**src/rtl/accalu_pkg.sv**
```systemverilog
package accalu_pkg;
   typedef enum logic [3:0] {
      OP_ADD = 4'd0,
      OP_ADC = 4'd1,
      OP_SUB = 4'd2,
      OP_SBB = 4'd3,
      OP_AND = 4'd4,
      OP_OR  = 4'd5,
      OP_XOR = 4'd6,
      OP_CMP = 4'd7,
      OP_INC = 4'd8,
      OP_DEC = 4'd9,
      OP_CPL = 4'd10,
      OP_CMC = 4'd11,
      OP_N12 = 4'd12,
      OP_N13 = 4'd13,
      OP_N14 = 4'd14,
      OP_N15 = 4'd15
   } op_e;

   localparam int FLG_C = 0;
   localparam int FLG_Z = 1;
   localparam int FLG_S = 2;
   localparam int FLG_P = 3;
   localparam int NFLAGS = 4;

   typedef enum logic [2:0] {
      CC_NZ = 3'd0,
      CC_Z  = 3'd1,
      CC_NC = 3'd2,
      CC_C  = 3'd3,
      CC_PO = 3'd4,
      CC_PE = 3'd5,
      CC_P  = 3'd6,
      CC_M  = 3'd7
   } cc_e;
endpackage

```
**src/rtl/accalu_addsub.sv**
```systemverilog
module accalu_addsub #(
   parameter int W      = 8,
   parameter bit RIPPLE = 1'b0
) (
   input  logic [W-1:0] a,
   input  logic [W-1:0] b,
   input  logic         cin,
   input  logic         sub,
   output logic [W-1:0] sum,
   output logic         cout
);
   logic [W-1:0] b_eff;
   logic         c0;
   logic         raw_c;

   assign b_eff = sub ? ~b : b;
   assign c0    = sub ? ~cin : cin;

   generate
      if (RIPPLE) begin : g_ripple
         logic [W:0] c;
         assign c[0] = c0;
         for (genvar i = 0; i < W; i++) begin : g_bit
            assign sum[i]   = a[i] ^ b_eff[i] ^ c[i];
            assign c[i+1]   = (a[i] & b_eff[i]) | (c[i] & (a[i] ^ b_eff[i]));
         end
         assign raw_c = c[W];
      end else begin : g_behav
         logic [W:0] wide;
         assign wide  = {1'b0, a} + {1'b0, b_eff} + {{W{1'b0}}, c0};
         assign sum   = wide[W-1:0];
         assign raw_c = wide[W];
      end
   endgenerate

   assign cout = sub ? ~raw_c : raw_c;
endmodule

```
**src/rtl/accalu_logic.sv**
```systemverilog
module accalu_logic #(
   parameter int W = 8
) (
   input  logic [W-1:0] a,
   input  logic [W-1:0] b,
   input  logic [1:0]   fn,
   output logic [W-1:0] y
);
   always_comb begin
      case (fn)
         2'd0:    y = a & b;
         2'd1:    y = a | b;
         2'd2:    y = a ^ b;
         default: y = a;
      endcase
   end
endmodule

```
**src/rtl/accalu_cond.sv**
```systemverilog
module accalu_cond
   import accalu_pkg::*;
(
   input  logic [NFLAGS-1:0] flags,
   input  logic [2:0]        sel,
   output logic              hit
);
   logic base;

   always_comb begin
      case (sel[2:1])
         2'd0:    base = flags[FLG_Z];
         2'd1:    base = flags[FLG_C];
         2'd2:    base = flags[FLG_P];
         default: base = flags[FLG_S];
      endcase
   end

   // even codes test the flag clear, odd codes test it set
   assign hit = sel[0] ? base : ~base;
endmodule

```
**src/rtl/accalu.sv**
```systemverilog
module accalu
   import accalu_pkg::*;
#(
   parameter int W      = 8,
   parameter bit RIPPLE = 1'b0
) (
   input  logic                  clk,
   input  logic                  rst_n,
   input  logic                  exec_en,
   input  logic [3:0]            op_code,
   input  logic                  src_imm,
   input  logic [W-1:0]          reg_val,
   input  logic [W-1:0]          imm_val,
   input  logic [W-1:0]          acc_in,
   input  logic [2:0]            cond_sel,
   output logic [W-1:0]          result_q,
   output logic [NFLAGS-1:0]     flags_q,
   output logic                  cond_true
);
   localparam int MSB = W - 1;

   generate
      if (W < 2) begin : g_bad_width
         $error("accalu: W must be at least 2");
      end
   endgenerate

   op_e          op;
   logic [W-1:0] opnd;
   logic [W-1:0] a_in;
   logic [W-1:0] b_in;
   logic         cin;
   logic         sub;
   logic [W-1:0] as_sum;
   logic         as_c;
   logic [W-1:0] lg_y;
   logic [W-1:0] nxt_res;
   logic [NFLAGS-1:0] nxt_flg;

   assign op   = op_e'(op_code);
   assign opnd = src_imm ? imm_val : reg_val;

   always_comb begin
      a_in = acc_in;
      b_in = opnd;
      cin  = 1'b0;
      sub  = 1'b0;
      case (op)
         OP_ADC:         cin = flags_q[FLG_C];
         OP_SUB, OP_CMP: sub = 1'b1;
         OP_SBB: begin
            sub = 1'b1;
            cin = flags_q[FLG_C];
         end
         OP_INC: begin
            a_in = opnd;
            b_in = '0;
            cin  = 1'b1;
         end
         OP_DEC: begin
            a_in = opnd;
            b_in = '0;
            cin  = 1'b1;
            sub  = 1'b1;
         end
         default: ;
      endcase
   end

   accalu_addsub #(.W(W), .RIPPLE(RIPPLE)) u_addsub (
      .a    (a_in),
      .b    (b_in),
      .cin  (cin),
      .sub  (sub),
      .sum  (as_sum),
      .cout (as_c)
   );

   accalu_logic #(.W(W)) u_logic (
      .a  (acc_in),
      .b  (opnd),
      .fn (op_code[1:0]),
      .y  (lg_y)
   );

   always_comb begin
      nxt_res = acc_in;
      nxt_flg = flags_q;
      case (op)
         OP_ADD, OP_ADC, OP_SUB, OP_SBB: begin
            nxt_res        = as_sum;
            nxt_flg[FLG_C] = as_c;
            nxt_flg[FLG_Z] = (as_sum == '0);
            nxt_flg[FLG_S] = as_sum[MSB];
            nxt_flg[FLG_P] = ~^as_sum;
         end
         OP_CMP: begin
            nxt_flg[FLG_C] = as_c;
            nxt_flg[FLG_Z] = (as_sum == '0);
            nxt_flg[FLG_S] = as_sum[MSB];
            nxt_flg[FLG_P] = ~^as_sum;
         end
         OP_AND, OP_OR, OP_XOR: begin
            nxt_res        = lg_y;
            nxt_flg[FLG_C] = 1'b0;
            nxt_flg[FLG_Z] = (lg_y == '0);
            nxt_flg[FLG_S] = lg_y[MSB];
            nxt_flg[FLG_P] = ~^lg_y;
         end
         OP_INC, OP_DEC: begin
            nxt_res        = as_sum;
            nxt_flg[FLG_Z] = (as_sum == '0);
            nxt_flg[FLG_S] = as_sum[MSB];
            nxt_flg[FLG_P] = ~^as_sum;
         end
         OP_CPL: nxt_res = ~acc_in;
         OP_CMC: nxt_flg[FLG_C] = ~flags_q[FLG_C];
         default: ;
      endcase
   end

   always_ff @(posedge clk or negedge rst_n) begin
      if (!rst_n) begin
         result_q <= '0;
         flags_q  <= '0;
      end else if (exec_en) begin
         result_q <= nxt_res;
         flags_q  <= nxt_flg;
      end
   end

   accalu_cond u_cond (
      .flags (flags_q),
      .sel   (cond_sel),
      .hit   (cond_true)
   );
endmodule

```
**config.mk**
```make
export PLATFORM = sky130hd
export DESIGN_NAME = accalu
export DESIGN_NICKNAME = d
export VERILOG_FILES = /design/src/rtl/accalu_pkg.sv /design/src/rtl/accalu_addsub.sv /design/src/rtl/accalu_logic.sv /design/src/rtl/accalu_cond.sv /design/src/rtl/accalu.sv
export SDC_FILE = /design/constraint.sdc
export NUM_CORES = 1
export LEC_CHECK = 0
export BUFFER_PORTS_ARGS = -buffer_cell sky130_fd_sc_hd__buf_4
export CAP_MARGIN = 20
export CORE_MARGIN = 2
export CORE_UTILIZATION = 51
export CTS_BUF_LIST = sky130_fd_sc_hd__clkbuf_16
export CTS_CLUSTER_SIZE = 12
export DETAILED_ROUTE_END_ITERATION = 16
export GPL_TIMING_DRIVEN = 0
export HOLD_SLACK_MARGIN = 0.02
export PLACE_DENSITY_LB_ADDON = 0.2
export SYNTH_ARGS = -nofsm -noshare
export SYNTH_HDL_FRONTEND = slang
export SYNTH_SLANG_ARGS = --single-unit
```
**constraint.sdc**
```tcl
create_clock -name clk -period 2.9 [get_ports clk]
set_input_delay 0.725 -clock clk [delete_from_list [all_inputs] [get_ports clk]]
set_output_delay 0.725 -clock clk [all_outputs]
set_load 0.03 [all_outputs]
```
==> Implementation_results.wiki, run 1 <==
{| class="wikitable"
! Metric !! Value
|-
| Slew of the pin with the lowest slew margin || 0.595 ns
|-
| DIE WIDTH || 70.9 um
|-
| Max stage delay on crit path || 0.40 ns
|-
| Mean area per synthesized cell || 7.79 um^2
|-
| Total area of multi-input combinational cells || 0.00202 mm^2
|-
| Design internal power || 0.976 mW
|-
| Clock power share || 0.150
|-
| Share of layout cells above drive strength 1 || 0.367
|-
| Fraction of power spent switching nets || 0.429
|-
| Reg-to-reg endpoint || flags_q[3]
|-
| Number of global-route vias before repair || 2451
|-
| Combinational share of power || 0.712
|-
| Outcome || finished with violations
|-
| Wire length of the first global-routing pass || 11900 um
|-
| Critical Path Sink || flags_q[3]
|-
| Routability congestion estimate || 0.949
|-
| Overall die height || 70.9 um
|-
| Boundary Pins || 48
|-
| Sequence of cells on the critical path || buf_8 -> nor3b_4 -> a21o_1 -> a22o_1 -> buf_6 -> xnor2_4 -> fa_2 -> fa_2 -> nor2b_4 -> o31a_1 -> nor2_2 -> xor2_1 -> ha_2 -> xnor2_2 -> xnor2_1 -> a21oi_1 -> a21oi_1
|-
| Combined flip-flop and latch cell area || 300 um^2
|-
| Number of register bits inferred by synthesis || 12
|-
| Largest cells by area after synthesis || sky130_fd_sc_hd__ha_1 17%, sky130_fd_sc_hd__dfrtp_1 13%, sky130_fd_sc_hd__a21oi_1 6.6%, sky130_fd_sc_hd__nor2_1 6.4%, sky130_fd_sc_hd__mux4_2 5.9%
|-
| Dominant synthesized flop cell || sky130_fd_sc_hd__dfrtp_1
|-
| Kind of capture point of the worst setup path || flop
|-
| Initial antenna violation count || 0
|-
| Initial standard-cell utilization of the core || 0.528
|-
| Number of iterations in the first detailed-routing pass || 5
|-
| Reported net switching power || 0.735 mW
|-
| TritonCTS clock tree || built
|-
| Number of I/O port buffers || 43
|-
| Worst setup skew after layout || 0.00781 ns
|-
| Number of clock sinks || 12
|-
| Maximum net fanout on the critical path || 6
|-
| R2r setup slk || -0.21 ns
|-
| Cells after Synth || 293
|-
| Half-perimeter wire length after placement || 5260 um
|-
| Area of the core || 0.00432 mm^2
|-
| Overall Global Routing Usage || 0.295
|-
| Core Rows || 24
|-
| Layout area overhead || 42.1%
|-
| Count of different cell masters after synthesis || 48
|-
| Area leader, netlist || sky130_fd_sc_hd__ha_1
|-
| Worst flop-to-flop path startpoint || flags_q[0]
|-
| Type of the most critical hold path || input port to asynchronous set/reset pin
|-
| Final Cycle Share || 1.26
|-
| DR WL/cell || 17.5 um
|-
| Vias per Instance || 6.02
|-
| DRT antenna net count || 0
|-
| Critical Path Source Type || input port
|-
| # placed instances || 388
|-
| Max_slew headroom || 0.603
|-
| Warning count from the yosys run || 0
|-
| Unrepaired setup endpoints after global routing || true
|-
| Launch point of the critical path || op_code[3]
|-
| Power density over the cells || 528 mW/mm^2
|-
| Final critical delay including setup and external delays || 3.66 ns
|-
| Maximum Capacitance Violations || 0
|-
| DRC violation count after routing || 0
|-
| Static leakage || 1.56 nW
|-
| Clock edge transition at the registers on the reported setup and hold paths || 0.05 ns
|-
| Number of nets at the end of the flow || 431
|-
| Failing checks || negative setup slack
|-
| Synthesized area || 0.00228 mm^2
|-
| Highest-delay cell along the critical path || sky130_fd_sc_hd__fa_2
|-
| H-tree Lvls || 1
|-
| Worst reg2reg path depth || 14
|-
| Cell at the root of the clock tree || sky130_fd_sc_hd__clkbuf_16
|-
| Wirelength, routed || 7260 um
|-
| CP Data Required Time || 3.07 ns
|-
| Final instance area || 0.00324 mm^2
|-
| Number of buffers created by CTS || 3
|-
| Endpoints failing hold || 0
|-
| Worst-skew pair later-pin latency || 0.25 ns
|-
| Total negative slack || -3.12 ns
|-
| Placed inst area || 0.00274 mm^2
|-
| Final Max Slew Viols || 0
|-
| Async set-reset flop share out of synthesis || 1.00
|-
| Kind of critical path || input port to flop
|-
| Net count after synthesis || 361
|-
| Worst VDD drop || 0.480 mV
|-
| Crit path setup slack, layout || -0.757 ns
|-
| Vias post-DR || 2494
|-
| Inserted Diodes || 0
|-
| Total die area || 0.00503 mm^2
|-
| Total of endpoints with negative setup slack in the final report || 10
|-
| Filler cells || 351
|-
| Clk buf depth || 2
|-
| Sequential share of the synthesized area || 0.132
|-
| Synth top area share || 0.170
|-
| Number of violations reported at the end of detailed-routing iteration 0 || 220
|-
| Count of flip-flops with a built-in enable after synthesis || 0
|-
| Arrival time at the worst endpoint || 3.83 ns
|-
| Sequential Power Share || 0.138
|-
| Final instance count without filler cells || 414
|-
| Pin count of the biggest net entering global routing || 13
|-
| Highest clock frequency the design can meet || 273 MHz
|-
| Remaining Overflow, GRT || 0
|}
[worst min path at each step]
stage	end	cells after the start	startpoint	slack (ns)
final	flags_q[3]	1	rst_n	0.31
after global routing	flags_q[3]	1	rst_n	0.32
after CTS	flags_q[0]	1	rst_n	0.32
after detailed placement	result_q[2]	1	result_q[2]	0.50
after global placement	result_q[0]	1	result_q[0]	0.49
after floorplan	flags_q[0]	0	rst_n	0.43
[Yosys cell counts (6+ instances only)]
cell type                  instances
sky130_fd_sc_hd__nor2_1           39
sky130_fd_sc_hd__inv_1            33
sky130_fd_sc_hd__ha_1             31
sky130_fd_sc_hd__a21oi_1          30
sky130_fd_sc_hd__o21ai_0          14
sky130_fd_sc_hd__dfrtp_1          12
sky130_fd_sc_hd__nand2_1          12
sky130_fd_sc_hd__xor2_1           11
sky130_fd_sc_hd__mux2i_1          10
sky130_fd_sc_hd__xnor2_1           9
sky130_fd_sc_hd__clkbuf_1          7
sky130_fd_sc_hd__buf_2             6
sky130_fd_sc_hd__mux4_2            6
sky130_fd_sc_hd__nor2b_1           6
[logic make-up after synthesis]
logic type | share of synthesized area
adder cells (fa/ha/maj) | 0.187
buffers and inverters | 0.0839
flip-flops | 0.132
AND/OR/NAND/NOR | 0.163
AO/OA/AOI/OAI | 0.234
XOR/XNOR | 0.0768
multiplexers | 0.123
[through the flow]
| step | setup slack, ns | hold WS [ns] | utilization | power [mW] |
|---|---|---|---|---|
| 2_1_floorplan | -0.774 | 0.429 | - | 0.923 |
| 3_3_place_gp | -1.20 | 0.493 | 0.633 | 1.17 |
| 3_5_place_dp | -1.25 | 0.503 | 0.633 | 1.19 |
| 4_1_cts | -0.706 | 0.318 | 0.735 | 1.63 |
| 5_1_grt | -0.910 | 0.322 | 0.750 | 1.82 |
| 6_report | -0.757 | 0.313 | 0.750 | 1.71 |
[placed cells by master (no fill, tap or decap), types with 4 or more instances in the layout]
master and instances:
sky130_fd_sc_hd__dfrtp_1 12, sky130_fd_sc_hd__nor2b_1 4, sky130_fd_sc_hd__a31oi_1 4, sky130_fd_sc_hd__a21oi_2 4, sky130_fd_sc_hd__mux4_2 6, sky130_fd_sc_hd__a21o_1 4, sky130_fd_sc_hd__buf_4 64, sky130_fd_sc_hd__ha_1 29
sky130_fd_sc_hd__inv_1 33, sky130_fd_sc_hd__mux2i_1 6, sky130_fd_sc_hd__xnor2_1 5, sky130_fd_sc_hd__a21oi_1 26, sky130_fd_sc_hd__xor2_1 9, sky130_fd_sc_hd__nor2_1 36, sky130_fd_sc_hd__nand2_1 12, sky130_fd_sc_hd__o21ai_0 11
[power by group through the flow]
stage,clock network [mW],registers (mW),logic [mW]
2_1_floorplan,0,0.312,0.610
3_3_place_gp,0,0.237,0.932
3_5_place_dp,0,0.239,0.952
4_1_cts,0.258,0.236,1.14
5_1_grt,0.266,0.241,1.31
6_report,0.257,0.236,1.22
[critical path: cells and delay by family]
kind / cells / cell delay, ns
AOI/OAI and AO/OA: 5 / 0.80
xor gates and xnor gates: 4 / 0.64
adders and majority gates: 3 / 1.06
buffers and inverters: 2 / 0.26
and+or+nand+nor: 3 / 0.32
[registers in the layout, indices dropped and copies added, names as in the netlist]
| name | cells |
|---|---|
| result_q | 8 |
| flags_q | 4 |
[layer usage]
metal,vias up,GRT usage,wire length (um)
met3,25,0.0370,434
met5,-,0,0
met4,0,0.101,220
li1,1174,-,-
met1,1188,0.385,3000
met2,107,0.505,3610
[repair_timing]
| action | in CTS | in global routing |
|---|---|---|
| endpoints found under the setup margin | 12 | 11 |
| hold buffers | 0 | 0 |
| gates resized for setup | 37 | 25 |
| setup buffers | 24 | 5 |
| pin swaps | 28 | 27 |
[layout make-up]
cell class	count	share of cell area
flip-flops and latches	12	0.0926
inverters	34	0.0394
plain buffers	14	0.0421
clock inverters	1	0.00116
clock buffers	3	0.0231
multi-input cells	233	0.624
repair buffers	65	0.158
well taps	52	0.0201
(Power assumes the default switching activity.)
==> run 2, diff against run 1 <==
--- a/config.mk
+++ b/config.mk
@@ -15,6 +15,7 @@
 export GPL_TIMING_DRIVEN = 0
 export HOLD_SLACK_MARGIN = 0.02
 export PLACE_DENSITY_LB_ADDON = 0.2
+export RECOVER_POWER = 50
 export SYNTH_ARGS = -nofsm -noshare
 export SYNTH_HDL_FRONTEND = slang
 export SYNTH_SLANG_ARGS = --single-unit
==> run 2 against run 1 <==
Against the previous run:
- the flow still finishes with violations (negative setup slack)
- setup slack about the same
- critical path type unchanged
- register-to-register slack about the same
- combinational power about the same
- global-route usage unchanged
- sequential share of layout area about the same
- utilization decreased by 0.17 points
- highest routed layer unchanged
- critical path depth unchanged
- sequential power about the same
==> Implementation_results.wiki, run 2 (synthesized netlist as in run 1, its figures left out) <==
{| class="wikitable"
! Metric !! Value
|-
| Outcome || finished with violations
|-
| Failing checks || negative setup slack
|-
| Hold buffer count at cts || 0
|-
| Number of iterations in the first detailed-routing pass || 5
|-
| Wire length of the first global-routing pass || 11900 um
|-
| Number of I/O port buffers || 43
|-
| Cell at the root of the clock tree || sky130_fd_sc_hd__clkbuf_16
|-
| Worst slack at placement || -1.25 ns
|-
| Critical Path Source Type || input port
|-
| # placed instances || 388
|-
| Worst setup skew after layout || 0.00781 ns
|-
| Max reg flops || 8
|-
| Final critical delay including setup and external delays || 3.66 ns
|-
| H-tree Lvls || 1
|-
| Maximum Capacitance Violations || 0
|-
| Number of buffers created by CTS || 3
|-
| Vias post-DR || 2494
|-
| Routability congestion estimate || 0.949
|-
| Most common cell after layout, fill and taps aside || sky130_fd_sc_hd__buf_4
|-
| Highest clock frequency the design can meet || 273 MHz
|-
| Most frequent cells in the layout || 62 x sky130_fd_sc_hd__buf_4, 36 x sky130_fd_sc_hd__nor2_1, 33 x sky130_fd_sc_hd__inv_1
|-
| Boundary Pins || 48
|-
| Total die area || 0.00503 mm^2
|-
| Half-perimeter wire length after placement || 5260 um
|-
| Crit path setup slack, layout || -0.757 ns
|-
| Total power consumption of the routed design || 1.71 mW
|-
| Vias per Instance || 6.02
|-
| Kind of critical path || input port to flop
|-
| Final worst hold slack || 0.496 ns
|-
| Max_slew headroom || 0.542
|-
| Number of violations reported at the end of detailed-routing iteration 0 || 223
|-
| Arrival time at the worst endpoint || 3.83 ns
|-
| Layout area overhead || 41.8%
|-
| Type of the most critical hold path || input port to asynchronous set/reset pin
|-
| Total of endpoints with negative setup slack in the final report || 10
|-
| Final instance count without filler cells || 414
|-
| Registers with the most flip-flops || result_q: 8 flops, flags_q: 4 flops
|-
| Final Cycle Share || 1.26
|-
| Maximum net fanout on the critical path || 6
|-
| DR WL/cell || 17.5 um
|-
| Remaining Overflow, GRT || 0
|-
| Worst-skew pair later-pin latency || 0.25 ns
|-
| Static leakage || 1.55 nW
|-
| DRT antenna net count || 0
|-
| Overall die height || 70.9 um
|-
| Number of nets at the end of the flow || 431
|-
| Area of the core || 0.00432 mm^2
|-
| Clock edge transition at the registers on the reported setup and hold paths || 0.05 ns
|-
| Pin count of the biggest net entering global routing || 13
|-
| Core Rows || 24
|-
| DRC violation count after routing || 0
|-
| Number of clock sinks || 12
|-
| Worst VDD drop || 0.480 mV
|-
| Unrepaired setup endpoints after global routing || true
|-
| Final Max Slew Viols || 0
|-
| Overall Global Routing Usage || 0.295
|-
| Kind of capture point of the worst setup path || flop
|-
| Number of global-route vias before repair || 2451
|-
| Power density over the cells || 528 mW/mm^2
|-
| Share of layout cells above drive strength 1 || 0.362
|-
| Inserted Diodes || 0
|-
| TritonCTS clock tree || built
|-
| CP Data Required Time || 3.07 ns
|-
| Slew of the pin with the lowest slew margin || 0.687 ns
|-
| Initial antenna violation count || 0
|-
| R2r setup slk || -0.21 ns
|-
| DIE WIDTH || 70.9 um
|-
| Wirelength, routed || 7260 um
|-
| Clk buf depth || 2
|-
| Endpoints failing hold || 0
|-
| Initial standard-cell utilization of the core || 0.528
|-
| Most flop-heavy register || result_q
|}
-- run 2: cell types whose count changed in the layout (fill, tap and decap cells not counted) --
| cell | previous run | this run |
|---|---|---|
| sky130_fd_sc_hd__clkbuf_1 | 2 | 4 |
| sky130_fd_sc_hd__buf_4 | 64 | 62 |
-- run 2: path summary, 6_finish.rpt --
path                        startpoint     endpoint  depth (start not counted)
setup / recovery            op_code[3]   flags_q[3]                         17
hold / removal                   rst_n   flags_q[3]                          1
setup reg to reg            flags_q[0]   flags_q[3]                         14
hold reg to reg            result_q[2]  result_q[2]                          1
max in group asynchronous        rst_n   flags_q[2]                          1
min in group clk           result_q[2]  result_q[2]                          1
-- run 2: layout make-up --
cell class / instances / area (um^2)
Timing Repair Buffer: 65 / 504
Multi-Input combinational cell: 233 / 2020
Tap cell: 52 / 65.1
Clock inverter: 1 / 3.75
Inverter: 34 / 128
Fill cell: 355 / 1090
Buffer: 14 / 136
Sequential cell: 12 / 300
Clock buffer: 3 / 75.1
-- run 2: repair_timing --
action,in CTS,in global routing
pin swaps,28,27
gates resized for setup,37,25
buffers inserted,24,5
endpoints found under the setup margin,12,11
-- run 2: per-stage QoR --
step	setup TNS, ns	cell area (um^2)	utilization
6_report	-3.13	3240	0.748
5_1_grt	-4.12	3240	0.748
4_1_cts	-3.48	3180	0.735
3_5_place_dp	-7.64	2740	0.633
3_3_place_gp	-7.29	2740	0.633
2_1_floorplan	-2.61	2350	-
-- run 2: where the power goes --
group	switching [mW]	internal [mW]
Combinational	0.631	0.584
Sequential	0.0288	0.207
Clock	0.0752	0.182
-- run 2: worst max-delay path, stage by stage --
cell                      delay [ns]
sky130_fd_sc_hd__buf_8          0.10
sky130_fd_sc_hd__nor3b_4        0.14
sky130_fd_sc_hd__a21o_1         0.14
sky130_fd_sc_hd__a22o_1         0.25
sky130_fd_sc_hd__buf_6          0.16
sky130_fd_sc_hd__xnor2_4        0.12
sky130_fd_sc_hd__fa_2           0.36
sky130_fd_sc_hd__fa_2           0.40
sky130_fd_sc_hd__nor2b_4        0.13
sky130_fd_sc_hd__o31a_1         0.18
sky130_fd_sc_hd__nor2_2         0.05
sky130_fd_sc_hd__xor2_1         0.16
sky130_fd_sc_hd__ha_2           0.30
sky130_fd_sc_hd__xnor2_2        0.14
sky130_fd_sc_hd__xnor2_1        0.22
sky130_fd_sc_hd__a21oi_1        0.10
sky130_fd_sc_hd__a21oi_1        0.13
-- run 2: metal layers --
metal	part of all wire	GRT usage
met2	0.50	0.505
met3	0.060	0.0370
met5	0	0
met1	0.41	0.385
met4	0.030	0.101
